$ cat config.mk
export PLATFORM = sky130hd
export DESIGN_NAME = flash_mm_read_top
export DESIGN_NICKNAME = d
export VERILOG_FILES = /design/src/rtl/flash_mm_pkg.sv /design/src/rtl/flash_mm_cfg.sv /design/src/rtl/flash_mm_seq.sv /design/src/rtl/flash_mm_pinmux.sv /design/src/rtl/flash_mm_read_top.sv
export SDC_FILE = /design/constraint.sdc
export NUM_CORES = 1
export LEC_CHECK = 0
export BUFFER_PORTS_ARGS = -buffer_cell sky130_fd_sc_hd__buf_2
export CORE_MARGIN = 2
export CORE_UTILIZATION = 55
export CTS_CLUSTER_DIAMETER = 40
export CTS_CLUSTER_SIZE = 14
export DETAILED_ROUTE_END_ITERATION = 7
export PLACE_DENSITY = 0.76
export SLEW_MARGIN = 10
export SYNTH_ARGS = -nofsm -noshare
export SYNTH_HDL_FRONTEND = slang
export SYNTH_SLANG_ARGS = --single-unit
export TNS_END_PERCENT = 5
$ cat constraint.sdc
create_clock -name clk -period 3.7 [get_ports clk]
set_input_delay 0.185 -clock clk [delete_from_list [all_inputs] [get_ports clk]]
set_output_delay 0.185 -clock clk [all_outputs]
set_load 0.05 [all_outputs]
$ cat src/rtl/flash_mm_pkg.sv
package flash_mm_pkg;

  localparam int SETUP_W = 14;

  typedef struct packed {
    logic [1:0] width_code;
    logic [1:0] dummy_bytes;
    logic [1:0] addr_bytes_m1;
    logic [7:0] opcode;
  } setup_t;

  typedef enum logic [2:0] {
    S_IDLE, S_CMD, S_ADDR, S_DUMMY, S_DATA, S_DONE
  } seq_state_e;

  function automatic logic [2:0] lines_of(input logic [1:0] code);
    case (code)
      2'd1:    return 3'd2;
      2'd3:    return 3'd4;
      default: return 3'd1;
    endcase
  endfunction

  function automatic logic [7:0] addr_slots(input logic [1:0] m1);
    return ({6'b0, m1} + 8'd1) << 3;
  endfunction

  function automatic logic [7:0] dummy_slots(input logic [1:0] nbytes);
    return {3'b0, nbytes, 3'b000};
  endfunction

  function automatic logic [7:0] data_slots(input logic [2:0] len_bytes,
                                            input logic [2:0] lines);
    logic [7:0] bits;
    bits = {2'b0, len_bytes, 3'b000};
    case (lines)
      3'd4:    return bits >> 2;
      3'd2:    return bits >> 1;
      default: return bits;
    endcase
  endfunction

endpackage

$ cat src/rtl/flash_mm_cfg.sv
module flash_mm_cfg
  import flash_mm_pkg::*;
#(
  parameter int NUM_CS = 4,
  parameter int CA_W   = 3
) (
  input  logic                     clk,
  input  logic                     rst_n,
  input  logic                     cfg_we,
  input  logic [CA_W-1:0]          cfg_addr,
  input  logic [SETUP_W-1:0]       cfg_wdata,
  output setup_t [NUM_CS-1:0]      setups,
  output logic                     sw_mm
);

  localparam logic [CA_W-1:0] SW_ADDR = CA_W'(NUM_CS);

  for (genvar g = 0; g < NUM_CS; g++) begin : g_setup
    setup_t word_q;
    always_ff @(posedge clk) begin
      if (!rst_n)
        word_q <= '0;
      else if (cfg_we && cfg_addr == CA_W'(g))
        word_q <= setup_t'(cfg_wdata);
    end
    assign setups[g] = word_q;
  end

  always_ff @(posedge clk) begin
    if (!rst_n)
      sw_mm <= 1'b0;
    else if (cfg_we && cfg_addr == SW_ADDR)
      sw_mm <= cfg_wdata[0];
  end

endmodule

$ cat src/rtl/flash_mm_seq.sv
module flash_mm_seq
  import flash_mm_pkg::*;
#(
  parameter int NUM_CS       = 4,
  parameter int ADDR_W       = 24,
  parameter int WINDOW_BYTES = 1 << 20,
  parameter int CS_W         = 2,
  parameter int LEN_W        = 3
) (
  input  logic                  clk,
  input  logic                  rst_n,
  input  setup_t [NUM_CS-1:0]   setups,
  input  logic                  sw_mm,
  input  logic                  rd_valid,
  output logic                  rd_ready,
  input  logic [ADDR_W-1:0]     rd_addr,
  input  logic [LEN_W-1:0]      rd_len,
  input  logic [CS_W-1:0]       rd_cs,
  output logic                  rsp_valid,
  output logic [31:0]           rsp_data,
  output logic                  rsp_err,
  input  logic [3:0]            io_in,
  output logic                  eng_sclk,
  output logic [NUM_CS-1:0]     eng_cs_n,
  output logic [3:0]            eng_io_out,
  output logic [3:0]            eng_io_oe,
  output logic                  eng_active,
  output logic                  ev_accept,
  output logic                  ev_reject,
  output logic                  ev_sample
);

  localparam int MAX_BYTES = 4;
  localparam logic [ADDR_W:0] WIN_L = (ADDR_W+1)'(WINDOW_BYTES);

  seq_state_e  state;
  logic        ph;
  logic [7:0]  slots_left;
  logic [39:0] tx_sr;
  setup_t      cur;
  logic [2:0]  len_q;
  logic [CS_W-1:0] cs_q;
  logic [7:0]  acc;
  logic [3:0]  acc_bits;
  logic [1:0]  byte_idx;
  logic [31:0] rx;
  logic        err_q;

  // request decode
  setup_t      rd_setup;
  logic [31:0] addr32;
  logic [31:0] addr_left;
  logic [ADDR_W:0] end_addr;
  logic        req_bad;

  assign rd_setup = setups[rd_cs];
  assign addr32   = 32'(rd_addr);
  assign end_addr = {1'b0, rd_addr} + (ADDR_W+1)'(rd_len);

  always_comb begin
    case (rd_setup.addr_bytes_m1)
      2'd0:    addr_left = {addr32[7:0], 24'b0};
      2'd1:    addr_left = {addr32[15:0], 16'b0};
      2'd2:    addr_left = {addr32[23:0], 8'b0};
      default: addr_left = addr32;
    endcase
  end

  assign ev_accept = rd_valid && (state == S_IDLE);
  assign req_bad   = !sw_mm || (rd_len == '0) || (rd_len > LEN_W'(MAX_BYTES)) ||
                     (end_addr > WIN_L);
  assign ev_reject = ev_accept && req_bad;

  // data capture
  logic [2:0]  lines;
  logic [3:0]  in_bits;
  logic [7:0]  acc_next;
  logic [3:0]  acc_bits_next;
  logic        slot_end;

  assign lines = lines_of(cur.width_code);

  always_comb begin
    case (lines)
      3'd4:    in_bits = io_in;
      3'd2:    in_bits = {2'b00, io_in[1:0]};
      default: in_bits = {3'b000, io_in[1]};
    endcase
  end

  assign acc_next      = (acc << lines) | {4'b0, in_bits};
  assign acc_bits_next = acc_bits + {1'b0, lines};

  assign eng_active = (state == S_CMD) || (state == S_ADDR) ||
                      (state == S_DUMMY) || (state == S_DATA);
  assign slot_end   = eng_active && ph;
  assign ev_sample  = slot_end && (state == S_DATA);

  always_ff @(posedge clk) begin
    if (!rst_n) begin
      state      <= S_IDLE;
      ph         <= 1'b0;
      slots_left <= '0;
      tx_sr      <= '0;
      cur        <= '0;
      len_q      <= '0;
      cs_q       <= '0;
      acc        <= '0;
      acc_bits   <= '0;
      byte_idx   <= '0;
      rx         <= '0;
      err_q      <= 1'b0;
    end else begin
      case (state)
        S_IDLE: begin
          if (ev_accept) begin
            rx <= '0;
            if (req_bad) begin
              err_q <= 1'b1;
              state <= S_DONE;
            end else begin
              err_q      <= 1'b0;
              cur        <= rd_setup;
              cs_q       <= rd_cs;
              len_q      <= 3'(rd_len);
              tx_sr      <= {rd_setup.opcode, addr_left};
              slots_left <= 8'd8;
              ph         <= 1'b0;
              acc        <= '0;
              acc_bits   <= '0;
              byte_idx   <= '0;
              state      <= S_CMD;
            end
          end
        end
        S_CMD, S_ADDR, S_DUMMY, S_DATA: begin
          ph <= ~ph;
          if (ph) begin
            if (state == S_CMD || state == S_ADDR)
              tx_sr <= tx_sr << 1;
            if (state == S_DATA) begin
              acc <= acc_next;
              if (acc_bits_next == 4'd8) begin
                rx[{byte_idx, 3'b000} +: 8] <= acc_next;
                byte_idx <= byte_idx + 2'd1;
                acc_bits <= '0;
              end else begin
                acc_bits <= acc_bits_next;
              end
            end
            if (slots_left == 8'd1) begin
              case (state)
                S_CMD: begin
                  state      <= S_ADDR;
                  slots_left <= addr_slots(cur.addr_bytes_m1);
                end
                S_ADDR: begin
                  if (cur.dummy_bytes != 2'd0) begin
                    state      <= S_DUMMY;
                    slots_left <= dummy_slots(cur.dummy_bytes);
                  end else begin
                    state      <= S_DATA;
                    slots_left <= data_slots(len_q, lines);
                  end
                end
                S_DUMMY: begin
                  state      <= S_DATA;
                  slots_left <= data_slots(len_q, lines);
                end
                default: state <= S_DONE;
              endcase
            end else begin
              slots_left <= slots_left - 8'd1;
            end
          end
        end
        S_DONE:  state <= S_IDLE;
        default: state <= S_IDLE;
      endcase
    end
  end

  // pin side of the engine
  logic drive_cmd;
  assign drive_cmd  = (state == S_CMD) || (state == S_ADDR);
  assign eng_sclk   = eng_active && ph;
  assign eng_io_out = {3'b000, drive_cmd & tx_sr[39]};
  assign eng_io_oe  = drive_cmd ? 4'b0001 : 4'b0000;

  for (genvar g = 0; g < NUM_CS; g++) begin : g_cs
    assign eng_cs_n[g] = !(eng_active && (cs_q == CS_W'(g)));
  end

  assign rd_ready  = (state == S_IDLE);
  assign rsp_valid = (state == S_DONE);
  assign rsp_data  = rx;
  assign rsp_err   = err_q;

endmodule

$ cat src/rtl/flash_mm_pinmux.sv
module flash_mm_pinmux #(
  parameter int NUM_CS = 4
) (
  input  logic              sel_eng,
  input  logic              eng_sclk,
  input  logic [NUM_CS-1:0] eng_cs_n,
  input  logic [3:0]        eng_io_out,
  input  logic [3:0]        eng_io_oe,
  input  logic              cmd_sclk,
  input  logic [NUM_CS-1:0] cmd_cs_n,
  input  logic [3:0]        cmd_io_out,
  input  logic [3:0]        cmd_io_oe,
  output logic              pin_sclk,
  output logic [NUM_CS-1:0] pin_cs_n,
  output logic [3:0]        pin_io_out,
  output logic [3:0]        pin_io_oe
);

  assign pin_sclk   = sel_eng ? eng_sclk   : cmd_sclk;
  assign pin_cs_n   = sel_eng ? eng_cs_n   : cmd_cs_n;
  assign pin_io_out = sel_eng ? eng_io_out : cmd_io_out;
  assign pin_io_oe  = sel_eng ? eng_io_oe  : cmd_io_oe;

endmodule

$ cat src/rtl/flash_mm_read_top.sv
module flash_mm_read_top
  import flash_mm_pkg::*;
#(
  parameter int NUM_CS       = 4,
  parameter int ADDR_W       = 24,
  parameter int WINDOW_BYTES = 1 << 20,
  parameter int LEN_W        = 3
) (
  input  logic                        clk,
  input  logic                        rst_n,
  input  logic                        cfg_we,
  input  logic [$clog2(NUM_CS+1)-1:0] cfg_addr,
  input  logic [SETUP_W-1:0]          cfg_wdata,
  input  logic                        rd_valid,
  output logic                        rd_ready,
  input  logic [ADDR_W-1:0]           rd_addr,
  input  logic [LEN_W-1:0]            rd_len,
  input  logic [$clog2(NUM_CS)-1:0]   rd_cs,
  output logic                        rsp_valid,
  output logic [31:0]                 rsp_data,
  output logic                        rsp_err,
  input  logic                        cmd_sclk,
  input  logic [NUM_CS-1:0]           cmd_cs_n,
  input  logic [3:0]                  cmd_io_out,
  input  logic [3:0]                  cmd_io_oe,
  output logic                        sclk,
  output logic [NUM_CS-1:0]           cs_n,
  output logic [3:0]                  io_out,
  output logic [3:0]                  io_oe,
  input  logic [3:0]                  io_in
);

  localparam int CS_W = $clog2(NUM_CS);
  localparam int CA_W = $clog2(NUM_CS + 1);

  setup_t [NUM_CS-1:0] setups;
  logic                sw_mm;
  logic                eng_sclk;
  logic [NUM_CS-1:0]   eng_cs_n;
  logic [3:0]          eng_io_out;
  logic [3:0]          eng_io_oe;
  logic                eng_active;
  logic                ev_accept;
  logic                ev_reject;
  logic                ev_sample;
  logic                sel_eng;

  flash_mm_cfg #(.NUM_CS(NUM_CS), .CA_W(CA_W)) u_cfg (
    .clk(clk), .rst_n(rst_n), .cfg_we(cfg_we), .cfg_addr(cfg_addr),
    .cfg_wdata(cfg_wdata), .setups(setups), .sw_mm(sw_mm)
  );

  flash_mm_seq #(
    .NUM_CS(NUM_CS), .ADDR_W(ADDR_W), .WINDOW_BYTES(WINDOW_BYTES),
    .CS_W(CS_W), .LEN_W(LEN_W)
  ) u_seq (
    .clk(clk), .rst_n(rst_n), .setups(setups), .sw_mm(sw_mm),
    .rd_valid(rd_valid), .rd_ready(rd_ready), .rd_addr(rd_addr),
    .rd_len(rd_len), .rd_cs(rd_cs), .rsp_valid(rsp_valid),
    .rsp_data(rsp_data), .rsp_err(rsp_err), .io_in(io_in),
    .eng_sclk(eng_sclk), .eng_cs_n(eng_cs_n), .eng_io_out(eng_io_out),
    .eng_io_oe(eng_io_oe), .eng_active(eng_active), .ev_accept(ev_accept),
    .ev_reject(ev_reject), .ev_sample(ev_sample)
  );

  // an access in flight holds the pins even if the switch drops
  assign sel_eng = sw_mm | eng_active;

  flash_mm_pinmux #(.NUM_CS(NUM_CS)) u_mux (
    .sel_eng(sel_eng), .eng_sclk(eng_sclk), .eng_cs_n(eng_cs_n),
    .eng_io_out(eng_io_out), .eng_io_oe(eng_io_oe), .cmd_sclk(cmd_sclk),
    .cmd_cs_n(cmd_cs_n), .cmd_io_out(cmd_io_out), .cmd_io_oe(cmd_io_oe),
    .pin_sclk(sclk), .pin_cs_n(cs_n), .pin_io_out(io_out), .pin_io_oe(io_oe)
  );

endmodule

Word-level counts from Yosys, hierarchy flattened:

Cells that the tools add are included.

* logic and storage cells: 172
* input bits: 67
* bits in registers: 167
* output and inout port bits: 48

* bitwise gates (word level): 5
* shift operators: 3
* muxes and demuxes: 57
* equal/unequal tests: 28
* add/subtract/negate cells: 6
* magnitude comparators: 3
* reductions and logical operators: 39

Operators by type and width (count)
* $mux 40: 4
* $mux 32: 4
* $pmux 32 s3: 1
* $pmux 40 s2: 1
* $mux 8: 9
* $pmux 32 s2: 1
* $bwmux 32: 1
* $mux 4: 8
* $pmux 8 s2: 2
* $shift 8x7->32 const A: 1
* $shiftx 8x7->32: 1
* $bmux 14 s2: 1
* $add 24x3->25: 1
* $gt 25x21->1 const B: 1
* $pmux 8 s3: 1
* $reduce_and 5->1: 4
* $pmux 4 s2: 2
* $eq 3x2->1 const B: 5
* $mux 3: 5
* $mux 14: 1
* $eq 3x3->1 const B: 4
* $ne 2x1->1 const B: 6
* $pmux 3 s2: 2
* $pmux 6 s2: 1
* other kinds (34): 74

Depth between registers and ports, before layout:

* depth after elaboration: 11
* mapped depth: 14
* mapped depth without buffers: 11

Hierarchy:

From an unflattened synthesis, not the netlist that was laid out.

* cell total of the unflattened synthesis: 1016
* area, all modules: 8804.7 um^2

By module, submodules not included
* flash_mm_seq: sequential area each 2182.1 um^2, times used 1, area each 6495.0 um^2, cells each 796
* flash_mm_cfg: sequential area each 1141.1 um^2, times used 1, area each 2108.3 um^2, cells each 205
* flash_mm_pinmux: sequential area each 0.0 um^2, times used 1, area each 195.2 um^2, cells each 14
* flash_mm_read_top: sequential area each 0.0 um^2, times used 1, area each 6.3 um^2, cells each 1

Worst setup path after synthesis:

Ideal clock, no wire load.

* path kind: flip-flop to flip-flop
* start point: reg u_seq.cur[12] in the netlist's numbering
* end point: reg u_seq.rx[0] (netlist: u_seq.rsp_data[0])
* arrival time: 3153 ps
* setup slack: 430 ps
* setup time: 117 ps
* stages on the path, launching flop included: 15
* path buffers: 3
* clock period less this slack: 3270 ps
* data required time: 3583 ps
* cell sequence: dfxtp_1 -> clkbuf_1 -> clkinv_1 -> clkbuf_1 -> ha_1 -> inv_1 -> fa_1 -> xnor2_1 -> nor3b_1 -> nand4_1 -> a21oi_1 -> o21a_1 -> clkbuf_1 -> mux2i_1 -> nor2b_1

* word-level cells in the longest chain between the ends: 11
* elaborated cells between the ends (all ways): 18
* classes of those cells: add/sub (1); eq/ne (6); shift (2); mux (7); bitwise (1); reduce/logical (1)

RTL lines
* start: declaration: line flash_mm_seq.sv:40 `setup_t cur;`
* start signal: assignment: line flash_mm_seq.sv:123 `cur <= rd_setup;`
* $eq 2x2->1 / $eq 2x1->1 (equally long branches): line flash_mm_pkg.sv:17 `case (code)`
* $pmux 3 s2 *: line flash_mm_pkg.sv:17
* $eq 3x2->1 / $eq 3x3->1 (equally long branches): line flash_mm_seq.sv:84 `case (lines)`
* $pmux 4 s2: line flash_mm_seq.sv:84
* $or 8x4->8: line flash_mm_seq.sv:91 `assign acc_next = (acc << lines) | {4'b0, in_bits};`
* $shiftx 8x7->32: line flash_mm_seq.sv:144 `rx[{byte_idx, 3'b000} +: 8] <= acc_next;`
* $bwmux 32: line flash_mm_seq.sv:144
* $mux 32: line flash_mm_seq.sv:143 `if (acc_bits_next == 4'd8) begin`
* $mux 32: line flash_mm_seq.sv:141 `if (state == S_DATA) begin`
* $mux 32: line flash_mm_seq.sv:138 `if (ph) begin`
* $pmux 32 s2: line flash_mm_seq.sv:114 `case (state)`
* end signal: indexed assignment: line flash_mm_seq.sv:144
* end: declaration: line flash_mm_seq.sv:46 `logic [31:0] rx;`

Every way passes the cells marked *; elsewhere a longest branch is shown, timed or not. The select of a mux whose other input is x is not followed.
A chain may end at the register's enable or synchronous reset.

Final worst setup path:

* start point: reg u_seq.cur[12] in the netlist's numbering
* end point: reg u_seq.rx[11] (netlist: u_seq.rsp_data[11])

The elaborated chain is that of the path after synthesis.

==> results.json <==
{
  "syn-num-nets": 1235,
  "cts_root_buffer": "clkbuf_16",
  "die_h_um": 134.6,
  "grt_pass1_wl_mm": 39.96,
  "worstSetupStartpointType": "flop",
  "initial_core_util": 0.5636,
  "synth_top_area_frac": 0.3543,
  "worst_ep_required_time_ns": 4.02,
  "antenna_left": 0,
  "drcViolationCount": 0,
  "grtUsageTotal": 0.2750,
  "r2r_setup_slack_ns": 0.55,
  "grt_max_degree": 80,
  "synth-seq-cells": 166,
  "vdd_drop_max_v": 0.0007528,
  "yosysSeqAreaShare": 0.3543,
  "cp.buffers_inverters": 2,
  "final_cell_mix": "nand2_1 (289), dfxtp_1 (166), mux2i_1 (116)",
  "fp.coreArea_um2": 16640,
  "worst_slack_ns": 0.5489,
  "tightest_slew_ns": 1.049,
  "cp-end-kind": "flop",
  "period_share": 0.8516,
  "first_iter_violations": 688,
  "powerDensity_nw_per_um2": 562.2,
  "worstSetupPathDepth": 11,
  "setup_viol": 0,
  "avgRoutedWirePerCell_um": 16.99,
  "path_class": "reg2reg",
  "cts_resized": 0,
  "hold_slack_ns": 0.03314,
  "path_delay_family": "compound AO/OA/AOI/OAI gates",
  "pre_cts_slack_ns": 0.6210,
  "avgSynthCellArea_um2": 8.143,
  "grt_pass1_vias": 7848,
  "crit_chain": "clkinv_1 -> ha_1 -> inv_1 -> fa_1 -> xnor2_1 -> nor3b_1 -> nand4_1 -> a21oi_1 -> o21a_1 -> mux2i_1 -> nor2b_1",
  "synth_top_area_cell": "dfxtp_1",
  "path_clk_slew_ns": 0.06,
  "period_needed_ns": 3.151,
  "port_buffers": 114,
  "cts_buffers": 17,
  "place_inst": 1418,
  "rr_endpoint": "u_seq.rsp_data[11]$_SDFFE_PN0P_",
  "p_leak_nw": 4.132,
  "worstRegToRegCells": 11,
  "fin_nets": 1300,
  "cp_slowest_cell": "a21oi_1",
  "rr_startpoint": "u_seq.cur[12]$_SDFFE_PN0P_",
  "netlist_top_cells_area": "dfxtp_1 (35%), mux2i_1 (12%), nand2_1 (12%)",
  "clock_skew_ns": 0.01080,
  "vias_per_cell": 5.829,
  "max_freq_ghz": 0.3174,
  "outcome": "finished clean",
  "wirelength_mm": 24.63,
  "cts.sinks": 166,
  "dr.pass1.iters": 5,
  "cts-hold-fix-buffers": 0,
  "finalWeightedCongestion": 0.9182,
  "clk_latency_ns": 0.43,
  "final_cell_area_um2": 10570,
  "cts_buffer_depth": 2,
  "n_antenna_cell": 0,
  "area_growth_syn_to_layout_pct": 12.66,
  "drv_cap": 0,
  "critical_path.startpoint": "u_seq.cur[12]$_SDFFE_PN0P_",
  "syn_inst": 1152,
  "grt_overflow_total": 0,
  "relSlewSlack": 0.2978,
  "die_w_um": 134.6,
  "synth_edf_count": 0,
  "num_vias": 8452,
  "worstHoldPathType": "in2reg",
  "hold_viol_final": 0,
  "syn-cell-area_um2": 9380,
  "cp.arrival_ns": 3.47,
  "endpoint": "u_seq.rsp_data[11]$_SDFFE_PN0P_",
  "ios": 115,
  "placed_area_um2": 9980,
  "slowest_delay_ns": 0.56,
  "finalMaxSlewViolations": 0,
  "ys.flop_type": "dfxtp_1",
  "die_area_um2": 18120,
  "cts_setup_buffers": 0,
  "synthArstFlopShare": 0,
  "synth_cell_types": 70,
  "synth-warning-count": 0,
  "num_rows": 47,
  "tritoncts": "built",
  "final_common_cell": "nand2_1",
  "drive_gt1_frac": 0.1593,
  "antenna_found_initial": 0,
  "tns_ns": 0,
  "rsz0062_at_grt": "no",
  "instances_no_fill": 1450,
  "h-tree-depth": 4,
  "hpwlAfterDp_mm": 17.27,
  "worst-path-max-fanout": 8
}
==> power breakdown <==
group,switching [mW],internal [mW],total [mW]
registers,0.115,1.89,2.00
clock network,0.727,1.03,1.76
logic,1.48,0.701,2.18
==> synth_stat cells (7+ instances only) <==
master	number
a21boi_0	58
a21oi_1	30
a22o_1	7
a31oi_1	7
and3_1	10
buf_2	8
clkbuf_1	68
dfxtp_1	166
ha_1	14
inv_1	17
mux2i_1	116
mux4_2	13
nand2_1	289
nand3_1	18
nand4_1	12
nor2_1	86
nor2b_1	38
nor3_1	16
o211ai_1	34
o21ai_0	21
==> worst min-delay path by stage <==
stage / start / depth (start not counted) / end / slack, ns
finish: cfg_wdata[8] / 3 / u_cfg.setups[50]$_SDFFE_PN0P_ / 0.03
global route: cfg_wdata[8] / 3 / u_cfg.setups[50]$_SDFFE_PN0P_ / 0.02
CTS: cfg_wdata[11] / 3 / u_cfg.setups[39]$_SDFFE_PN0P_ / 0.03
detailed placement: u_seq.rsp_err$_SDFFE_PN0P_ / 2 / u_seq.rsp_err$_SDFFE_PN0P_ / 0.44
global placement: u_seq.rsp_err$_SDFFE_PN0P_ / 2 / u_seq.rsp_err$_SDFFE_PN0P_ / 0.44
floorplan: rd_len[0] / 2 / u_seq.len_q[0]$_SDFFE_PN0P_ / 0.33
==> sequential cells by signal, summed over array words and instances, names as in the netlist <==
name	cells
u_seq.acc	7
u_seq.rsp_data	32
u_seq.tx_sr	40
u_seq.byte_idx	2
u_seq.state	3
u_seq.acc_bits	4
u_seq.rsp_err	1
u_seq.ph	1
u_seq.len_q	3
u_cfg.setups	56
u_cfg.sw_mm	1
u_seq.cs_q	2
u_seq.slots_left	8
u_seq.cur	6
==> cells by family (layout without fill, tap and decap cells) <==
family	after synthesis	count (layout)	synth area share
compound gates	208	208	0.1577
xor+xnor	10	10	0.009337
fa+ha+maj	16	16	0.02294
buf+inv	106	184	0.05162
flops	166	166	0.3543
mux	133	133	0.1598
simple gates	513	513	0.2444
==> worst register-to-register path, stage by stage (launching register included) <==
cell and delay [ns]:
dfxtp_1 0.39, clkinv_1 0.10, ha_1 0.18, inv_1 0.06
fa_1 0.38, xnor2_1 0.16, nor3b_1 0.25, nand4_1 0.12
a21oi_1 0.56, o21a_1 0.53, mux2i_1 0.25, nor2b_1 0.07
==> area by class of cell <==
cell class	instances	area [µm²]
tap	220	275.3
inverter	19	71.32
multi-input combinational	880	5582
fill	1461	6075
sequential	166	3323
clock buffer	22	464.2
timing repair buffer	133	728.2
clock inverter	10	123.9
==> stage by stage <==
step | total power, mW | util
after floorplan | 3.716 | -
after global placement | 4.170 | 0.5997
after detailed placement | 4.201 | 0.5997
after CTS | 5.950 | 0.6350
after global routing | 6.250 | 0.6350
final | 5.941 | 0.6350
==> per-layer routing <==
layer | track usage | vias to the layer above | routed length [µm]
met5 | 0 | - | 0
met4 | 0.1058 | 0 | 558
met3 | 0.05330 | 41 | 1492
met2 | 0.4427 | 270 | 11520
met1 | 0.3669 | 4018 | 11060
li1 | - | 4123 | -
(Power assumes the default switching activity.)
